--- config.mk ---
export PLATFORM = sky130hd
export DESIGN_NAME = cfgEraseLock
export DESIGN_NICKNAME = d
export VERILOG_FILES = /design/src/rtl/cfgEraseLockPkg.sv /design/src/rtl/cfgEraseCtrl.sv /design/src/rtl/cfgEraseData.sv /design/src/rtl/cfgEraseLock.sv
export SDC_FILE = /design/constraint.sdc
export NUM_CORES = 1
export LEC_CHECK = 0
export CAP_MARGIN = 0
export CORE_UTILIZATION = 34
export CTS_BUF_LIST = sky130_fd_sc_hd__clkbuf_8
export DETAILED_ROUTE_END_ITERATION = 7
export MAX_ROUTING_LAYER = met4
export PLACE_DENSITY = 0.85
export SYNTH_ARGS = -nofsm -noshare
export SYNTH_HDL_FRONTEND = slang
export SYNTH_HIERARCHICAL = 1
export SYNTH_SLANG_ARGS = --single-unit
--- constraint.sdc ---
create_clock -name clk -period 3.5 [get_ports clk]
set_input_delay 1.05 -clock clk [delete_from_list [all_inputs] [get_ports clk]]
set_output_delay 1.05 -clock clk [all_outputs]
set_load 0.005 [all_outputs]
--- src/rtl/cfgEraseLockPkg.sv ---
`timescale 1ns/1ps
package cfgEraseLockPkg;

  typedef struct packed {
    logic lockWr;     // write to lock/flag register
    logic flagClr;    // write-1 to parity flag bit
    logic eraseGo;    // accepted, keyed erase start
    logic eraseStep;  // engine writes one word this cycle
  } strobeT;

  typedef enum logic [1:0] {
    KEY_IDLE = 2'd0,
    KEY_HALF = 2'd1,
    KEY_OPEN = 2'd2
  } keyStateT;

endpackage

--- src/rtl/cfgEraseCtrl.sv ---
`timescale 1ns/1ps
module cfgEraseCtrl
  import cfgEraseLockPkg::*;
#(
  parameter int ADDR_W   = 8,
  parameter int DATA_W   = 32,
  parameter int FLAG_BIT = 8,
  parameter logic [ADDR_W-1:0] LOCK_OFS  = 'h1C,
  parameter logic [ADDR_W-1:0] ERASE_OFS = 'h20,
  parameter logic [ADDR_W-1:0] KEY_OFS   = 'h24,
  parameter logic [7:0] KEY_FIRST  = 8'hCA,
  parameter logic [7:0] KEY_SECOND = 8'h53
) (
  input  logic              clk,
  input  logic              rstN,
  input  logic              busSel,
  input  logic              busWrite,
  input  logic [ADDR_W-1:0] busAddr,
  input  logic [DATA_W-1:0] busWdata,
  input  logic              lastAddr,
  output logic              busy,
  output strobeT            strobe
);

  localparam logic [DATA_W-1:0] KEY_A = DATA_W'(KEY_FIRST);
  localparam logic [DATA_W-1:0] KEY_B = DATA_W'(KEY_SECOND);

  keyStateT keyQ, keyNext;
  logic     busyQ;
  logic     wrEn, hitLock, hitErase, hitKey;

  assign wrEn     = busSel & busWrite;
  assign hitLock  = (busAddr == LOCK_OFS);
  assign hitErase = (busAddr == ERASE_OFS);
  assign hitKey   = (busAddr == KEY_OFS);

  // Key sequencer: every write advances or drops the unlock state.
  always_comb begin
    keyNext = keyQ;
    if (wrEn) begin
      if (hitKey && busWdata == KEY_A)
        keyNext = KEY_HALF;
      else if (hitKey && busWdata == KEY_B && keyQ == KEY_HALF)
        keyNext = KEY_OPEN;
      else
        keyNext = KEY_IDLE;
    end
  end

  always_comb begin
    strobe.lockWr    = wrEn & hitLock;
    strobe.flagClr   = wrEn & hitLock & busWdata[FLAG_BIT];
    strobe.eraseGo   = wrEn & hitErase & busWdata[0] & (keyQ == KEY_OPEN) & ~busyQ;
    strobe.eraseStep = busyQ;
  end

  always_ff @(posedge clk) begin
    if (!rstN) begin
      keyQ  <= KEY_IDLE;
      busyQ <= 1'b0;
    end else begin
      keyQ <= keyNext;
      if (strobe.eraseGo)
        busyQ <= 1'b1;
      else if (busyQ && lastAddr)
        busyQ <= 1'b0;
    end
  end

  assign busy = busyQ;

  // Busy only starts from an open key and a write to the erase register.
  p_start_keyed_r7: assert property (@(posedge clk) disable iff (!rstN)
    $rose(busyQ) |-> ($past(keyQ) == KEY_OPEN) && $past(wrEn && hitErase));

  // The starting write spends the unlock.
  p_key_spent_r9: assert property (@(posedge clk) disable iff (!rstN)
    $rose(busyQ) |-> keyQ != KEY_OPEN);

  // A running erase continues until the last address.
  p_busy_hold_r11: assert property (@(posedge clk) disable iff (!rstN)
    (busyQ && !lastAddr) |=> busyQ);

endmodule

--- src/rtl/cfgEraseData.sv ---
`timescale 1ns/1ps
module cfgEraseData
  import cfgEraseLockPkg::*;
#(
  parameter int ADDR_W    = 8,
  parameter int DATA_W    = 32,
  parameter int LOCK_N    = 4,
  parameter int FLAG_BIT  = 8,
  parameter int MEM_DEPTH = 64,
  parameter int MEM_AW    = $clog2(MEM_DEPTH),
  parameter logic [ADDR_W-1:0] LOCK_OFS  = 'h1C,
  parameter logic [ADDR_W-1:0] ERASE_OFS = 'h20
) (
  input  logic              clk,
  input  logic              rstN,
  input  strobeT            strobe,
  input  logic [ADDR_W-1:0] busAddr,
  input  logic [DATA_W-1:0] busWdata,
  input  logic              parityErr,
  input  logic              busy,
  output logic [DATA_W-1:0] busRdata,
  output logic              lastAddr,
  output logic              eccLock,
  output logic [MEM_AW-1:0] memAddr
);

  localparam logic [MEM_AW-1:0] LAST = MEM_AW'(MEM_DEPTH - 1);

  logic [LOCK_N-1:0] lockQ;
  logic              flagQ;
  logic [MEM_AW-1:0] eraseAddr;

  wire unusedWdata = ^{busWdata[DATA_W-1:FLAG_BIT+1], busWdata[FLAG_BIT-1:LOCK_N]};

  // Sticky lock bits: set per bit, cleared only by reset.
  genvar gi;
  generate
    for (gi = 0; gi < LOCK_N; gi++) begin : g_lock
      always_ff @(posedge clk) begin
        if (!rstN)
          lockQ[gi] <= 1'b0;
        else if (strobe.lockWr && busWdata[gi])
          lockQ[gi] <= 1'b1;
      end
    end
  endgenerate

  // Parity flag: hardware set wins over software clear.
  always_ff @(posedge clk) begin
    if (!rstN)
      flagQ <= 1'b0;
    else if (parityErr)
      flagQ <= 1'b1;
    else if (strobe.flagClr)
      flagQ <= 1'b0;
  end

  // Erase address walker.
  always_ff @(posedge clk) begin
    if (!rstN)
      eraseAddr <= '0;
    else if (strobe.eraseGo)
      eraseAddr <= '0;
    else if (strobe.eraseStep && !lastAddr)
      eraseAddr <= eraseAddr + 1'b1;
  end

  assign lastAddr = (eraseAddr == LAST);
  assign memAddr  = eraseAddr;
  assign eccLock  = lockQ[LOCK_N-1];

  always_comb begin
    busRdata = '0;
    if (busAddr == LOCK_OFS) begin
      busRdata[LOCK_N-1:0] = lockQ;
      busRdata[FLAG_BIT]   = flagQ;
    end else if (busAddr == ERASE_OFS) begin
      busRdata[1:0] = {busy, busy};
    end
  end

  // Lock bits never fall outside reset.
  p_lock_sticky_r2: assert property (@(posedge clk) disable iff (!rstN)
    1'b1 |=> ((lockQ | $past(lockQ)) == lockQ));

  // A parity pulse always leaves the flag set.
  p_flag_priority_r5: assert property (@(posedge clk) disable iff (!rstN)
    parityErr |=> flagQ);

  // Each erase begins at word 0.
  p_addr_start_r10: assert property (@(posedge clk) disable iff (!rstN)
    $rose(strobe.eraseStep) |-> eraseAddr == '0);

  // Addresses advance by one per written word.
  p_addr_walk_r10: assert property (@(posedge clk) disable iff (!rstN)
    (strobe.eraseStep && !lastAddr) |=> eraseAddr == $past(eraseAddr) + 1'b1);

endmodule

--- src/rtl/cfgEraseLock.sv ---
`timescale 1ns/1ps
module cfgEraseLock
  import cfgEraseLockPkg::*;
#(
  parameter int ADDR_W    = 8,
  parameter int DATA_W    = 32,
  parameter int LOCK_N    = 4,
  parameter int FLAG_BIT  = 8,
  parameter int MEM_DEPTH = 64,
  parameter int MEM_AW    = $clog2(MEM_DEPTH)
) (
  input  logic              clk,
  input  logic              rstN,
  input  logic              busSel,
  input  logic              busWrite,
  input  logic [ADDR_W-1:0] busAddr,
  input  logic [DATA_W-1:0] busWdata,
  output logic [DATA_W-1:0] busRdata,
  input  logic              parityErr,
  input  logic              eccErr,
  output logic              breakOut,
  output logic              memWe,
  output logic [MEM_AW-1:0] memAddr,
  output logic [DATA_W-1:0] memWdata
);

  localparam logic [ADDR_W-1:0] LOCK_OFS  = ADDR_W'('h1C);
  localparam logic [ADDR_W-1:0] ERASE_OFS = ADDR_W'('h20);
  localparam logic [ADDR_W-1:0] KEY_OFS   = ADDR_W'('h24);

  strobeT strobe;
  logic   busy, lastAddr, eccLock;

  cfgEraseCtrl #(
    .ADDR_W(ADDR_W), .DATA_W(DATA_W), .FLAG_BIT(FLAG_BIT),
    .LOCK_OFS(LOCK_OFS), .ERASE_OFS(ERASE_OFS), .KEY_OFS(KEY_OFS)
  ) uCtrl (
    .clk(clk), .rstN(rstN), .busSel(busSel), .busWrite(busWrite),
    .busAddr(busAddr), .busWdata(busWdata), .lastAddr(lastAddr),
    .busy(busy), .strobe(strobe)
  );

  cfgEraseData #(
    .ADDR_W(ADDR_W), .DATA_W(DATA_W), .LOCK_N(LOCK_N), .FLAG_BIT(FLAG_BIT),
    .MEM_DEPTH(MEM_DEPTH), .MEM_AW(MEM_AW),
    .LOCK_OFS(LOCK_OFS), .ERASE_OFS(ERASE_OFS)
  ) uData (
    .clk(clk), .rstN(rstN), .strobe(strobe), .busAddr(busAddr),
    .busWdata(busWdata), .parityErr(parityErr), .busy(busy),
    .busRdata(busRdata), .lastAddr(lastAddr), .eccLock(eccLock),
    .memAddr(memAddr)
  );

  assign breakOut = eccLock & eccErr;
  assign memWe    = strobe.eraseStep;
  assign memWdata = '0;

  // No ECC error, no break.
  p_break_quiet_r3: assert property (@(posedge clk) disable iff (!rstN)
    !eccErr |-> !breakOut);

endmodule

==> results.md <==
* Root Driver: clkbuf_8
* TritonCTS Buffers at 3
* DIE WIDTH at 63.1 µm
* Fmax at 294 MHz
* Cell count after synthesis at 157
* Hold_ws at 0.491 ns
* R2r endpoint: uData/memAddr[0]
* H-tree depth at 1
* Grt total ovfl at 0
* Fin cells at 271
* Max VDD drop at 105 µV
* Status: complete, no violations
* Worst-path clk slew at 0.06 ns
* Top routing layer in use: met4
* Dpl hpwl at 2270 µm
* Drt total wl at 2690 µm
* Clock Path Buffers at 2
* CP Launch Type: input pin
* Met3 routed WL at 139 µm
* First-pass GRT wire length at 4370 µm
* DRC violations left at 0
* Setup violations, final at 0
* Initial DRC count at 24
* Leakage power at 0.000779 µW
* Total GRT Usage at 13.8%
* Setup Crit Path Kind: input pin to output pin
* Antenna viol nets, final at 0
* Antenna cell count at 0
* Initial antenna violation count at 0
* # hold bufs at CTS at 0
* Yosys warning count at 6
* Most frequent cells in the layout: conb_1, clkdlybuf4s50_1, dfxtp_1
* Final worst clock skew at 0.00110 ns
* Initial Utilization at 36.7%
* Max cap viols at 0
* Layout cell share with drive strength beyond 1 at 8.89%
* Avg Vias per Cell at 4.18
* EDFF count, synth at 0
* Met1 WL at 1090 µm
* Die ar. at 3990 µm²
* # rows at 21
* R2r worst-path depth at 6
* Commonest non-fill, non-tap cell in the layout: conb_1
* PortBufs at 58
* R2r setup slk at 1.88 ns
* Worst setup EP type: output pin
* Chip height at 63.1 µm
* CP endpoint: busRdata[8]
* # IOs at 118
* Ys async rst share at 0%
* Largest net degree at the start of global routing at 13
* Avg Cell Area, Syn at 8.10 µm²
* Mapped cell area at 1270 µm²
* Clock sink count at 14
* Final hold vios at 0
* Filler cell count at 345
* Unique masters post-synth at 32
* Nets at 273
* Worst-Skew Late Latency at 0.24 ns
* Crit-path max FO at 3
* Worst Path Required at 2.45 ns
* RSZ-0062 raised after global routing: false
* Fin util at 51.7%
* Drt first pass iters at 4
* Synthesis-stage register bit count at 14
* DR WL met2 at 1420 µm
* Tmin final at 3.41 ns
* Synthesis-to-finish area growth at 40.9%
* DR vias at 1,133
* Top_reg_cell synth: dfxtp_1
* Placed Cells incl. Taps at 267
* Fin crit share at 97.3%
* PwrDens at 226 nW/µm²
* Worst hold-check path type: flop to flop
* Worst Setup SP: busAddr[1]
* GP Congestion at 0.765
* CTS tree: built
* Slew Viols, Final at 0
* RR Startpoint: uCtrl/busy
* Vias in the first global route at 976
* Core footprint at 3470 µm²
* Sequential element share of the synthesized area at 22.0%
* Wire length per cell at 9.93 µm
* WP data arrival at 2.36 ns
==> critical path, stage by stage <==
cell and delay (ns):
dlygate4sd2_1 0.24, or4_4 0.57, nor2b_4 0.14, and2_1 0.12, dlygate4sd2_1 0.23
==> metal layers <==
metal,up-vias,global-route usage [%]
met3,4,1.27
met2,53,25.3
li1,565,-
met5,-,-
met4,0,4.94
met1,511,15.4
==> final cells by class <==
type	instances	area, µm²	area share (%)
tap	46	57.6	3.21
inverter	3	11.3	0.628
clock buffer	4	55.1	3.07
sequential	14	280	15.6
multi-input combinational	137	752	42.0
timing repair buffer	67	636	35.5
==> sequential cells by signal (all words and copies together) (netlist names) <==
name,cells
uData/memAddr,6
uData/lockQ,3
uCtrl/keyQ,2
uCtrl/busy,1
uData/eccLock,1
uData/flagQ,1
==> per-stage QoR <==
| step | setup WS [ns] | instance area [µm²] | TNS [ns] | power (µW) |
|---|---|---|---|---|
| after detailed placement | -0.394 | 1740 | -1.63 | 252 |
| final | 0.0940 | 1790 | 0 | 405 |
| after floorplan | 0.607 | 1490 | 0 | 235 |
| after CTS | 0.00719 | 1800 | 0 | 407 |
| after global routing | 0.0183 | 1790 | 0 | 422 |
| after global placement | -0.382 | 1740 | -1.56 | 251 |
==> how the worst min path moves through the flow <==
stage | from | to | cells past startpoint | slack [ns]
final | uCtrl/keyQ[1] | uCtrl/keyQ[1] | 2 | 0.49
after global placement | uCtrl/keyQ[0] | uCtrl/keyQ[0] | 2 | 0.47
after floorplan | uData/lockQ[2] | uData/lockQ[2] | 2 | 0.45
after global routing | uCtrl/keyQ[1] | uCtrl/keyQ[1] | 2 | 0.50
after CTS | uCtrl/keyQ[0] | uCtrl/keyQ[0] | 2 | 0.49
after detailed placement | uData/lockQ[2] | uData/lockQ[2] | 2 | 0.48
==> timing repair <==
action / 4_1_cts / 5_1_grt
gates resized for setup: 12 / 3
pin swaps: 2 / 2
endpoints found under the setup margin: 5 / 3
setup buffers: 1 / 0
==> cells by family after synthesis <==
group,count (synthesis),share of synthesized area (%)
flip-flops,14,22.0
adder cells (fa/ha/maj),1,0.984
multiplexers,2,1.57
other,2,0.591
AO/OA/AOI/OAI,17,7.58
buffers and inverters,63,36.3
AND/OR/NAND/NOR,58,30.9
==> synth_stat cells, types with 3 or more instances <==
master,number,area share (%)
a21oi_1,7,2.8
a31oi_1,3,1.5
and2_1,6,3.0
and3_1,4,2.0
and4b_1,3,2.4
buf_4,60,35
dfxtp_1,14,22
inv_1,3,0.89
nand2_1,7,2.1
nand3_1,6,2.4
nor2b_1,6,3.0
nor4_1,5,2.5
nor4b_1,5,3.4
==> report_power, final <==
part / switching (µW) / internal (µW)
clock: 56.7 / 99.5
sequential: 0.408 / 160
combinational: 33.4 / 54.6
(Power assumes the default switching activity.)
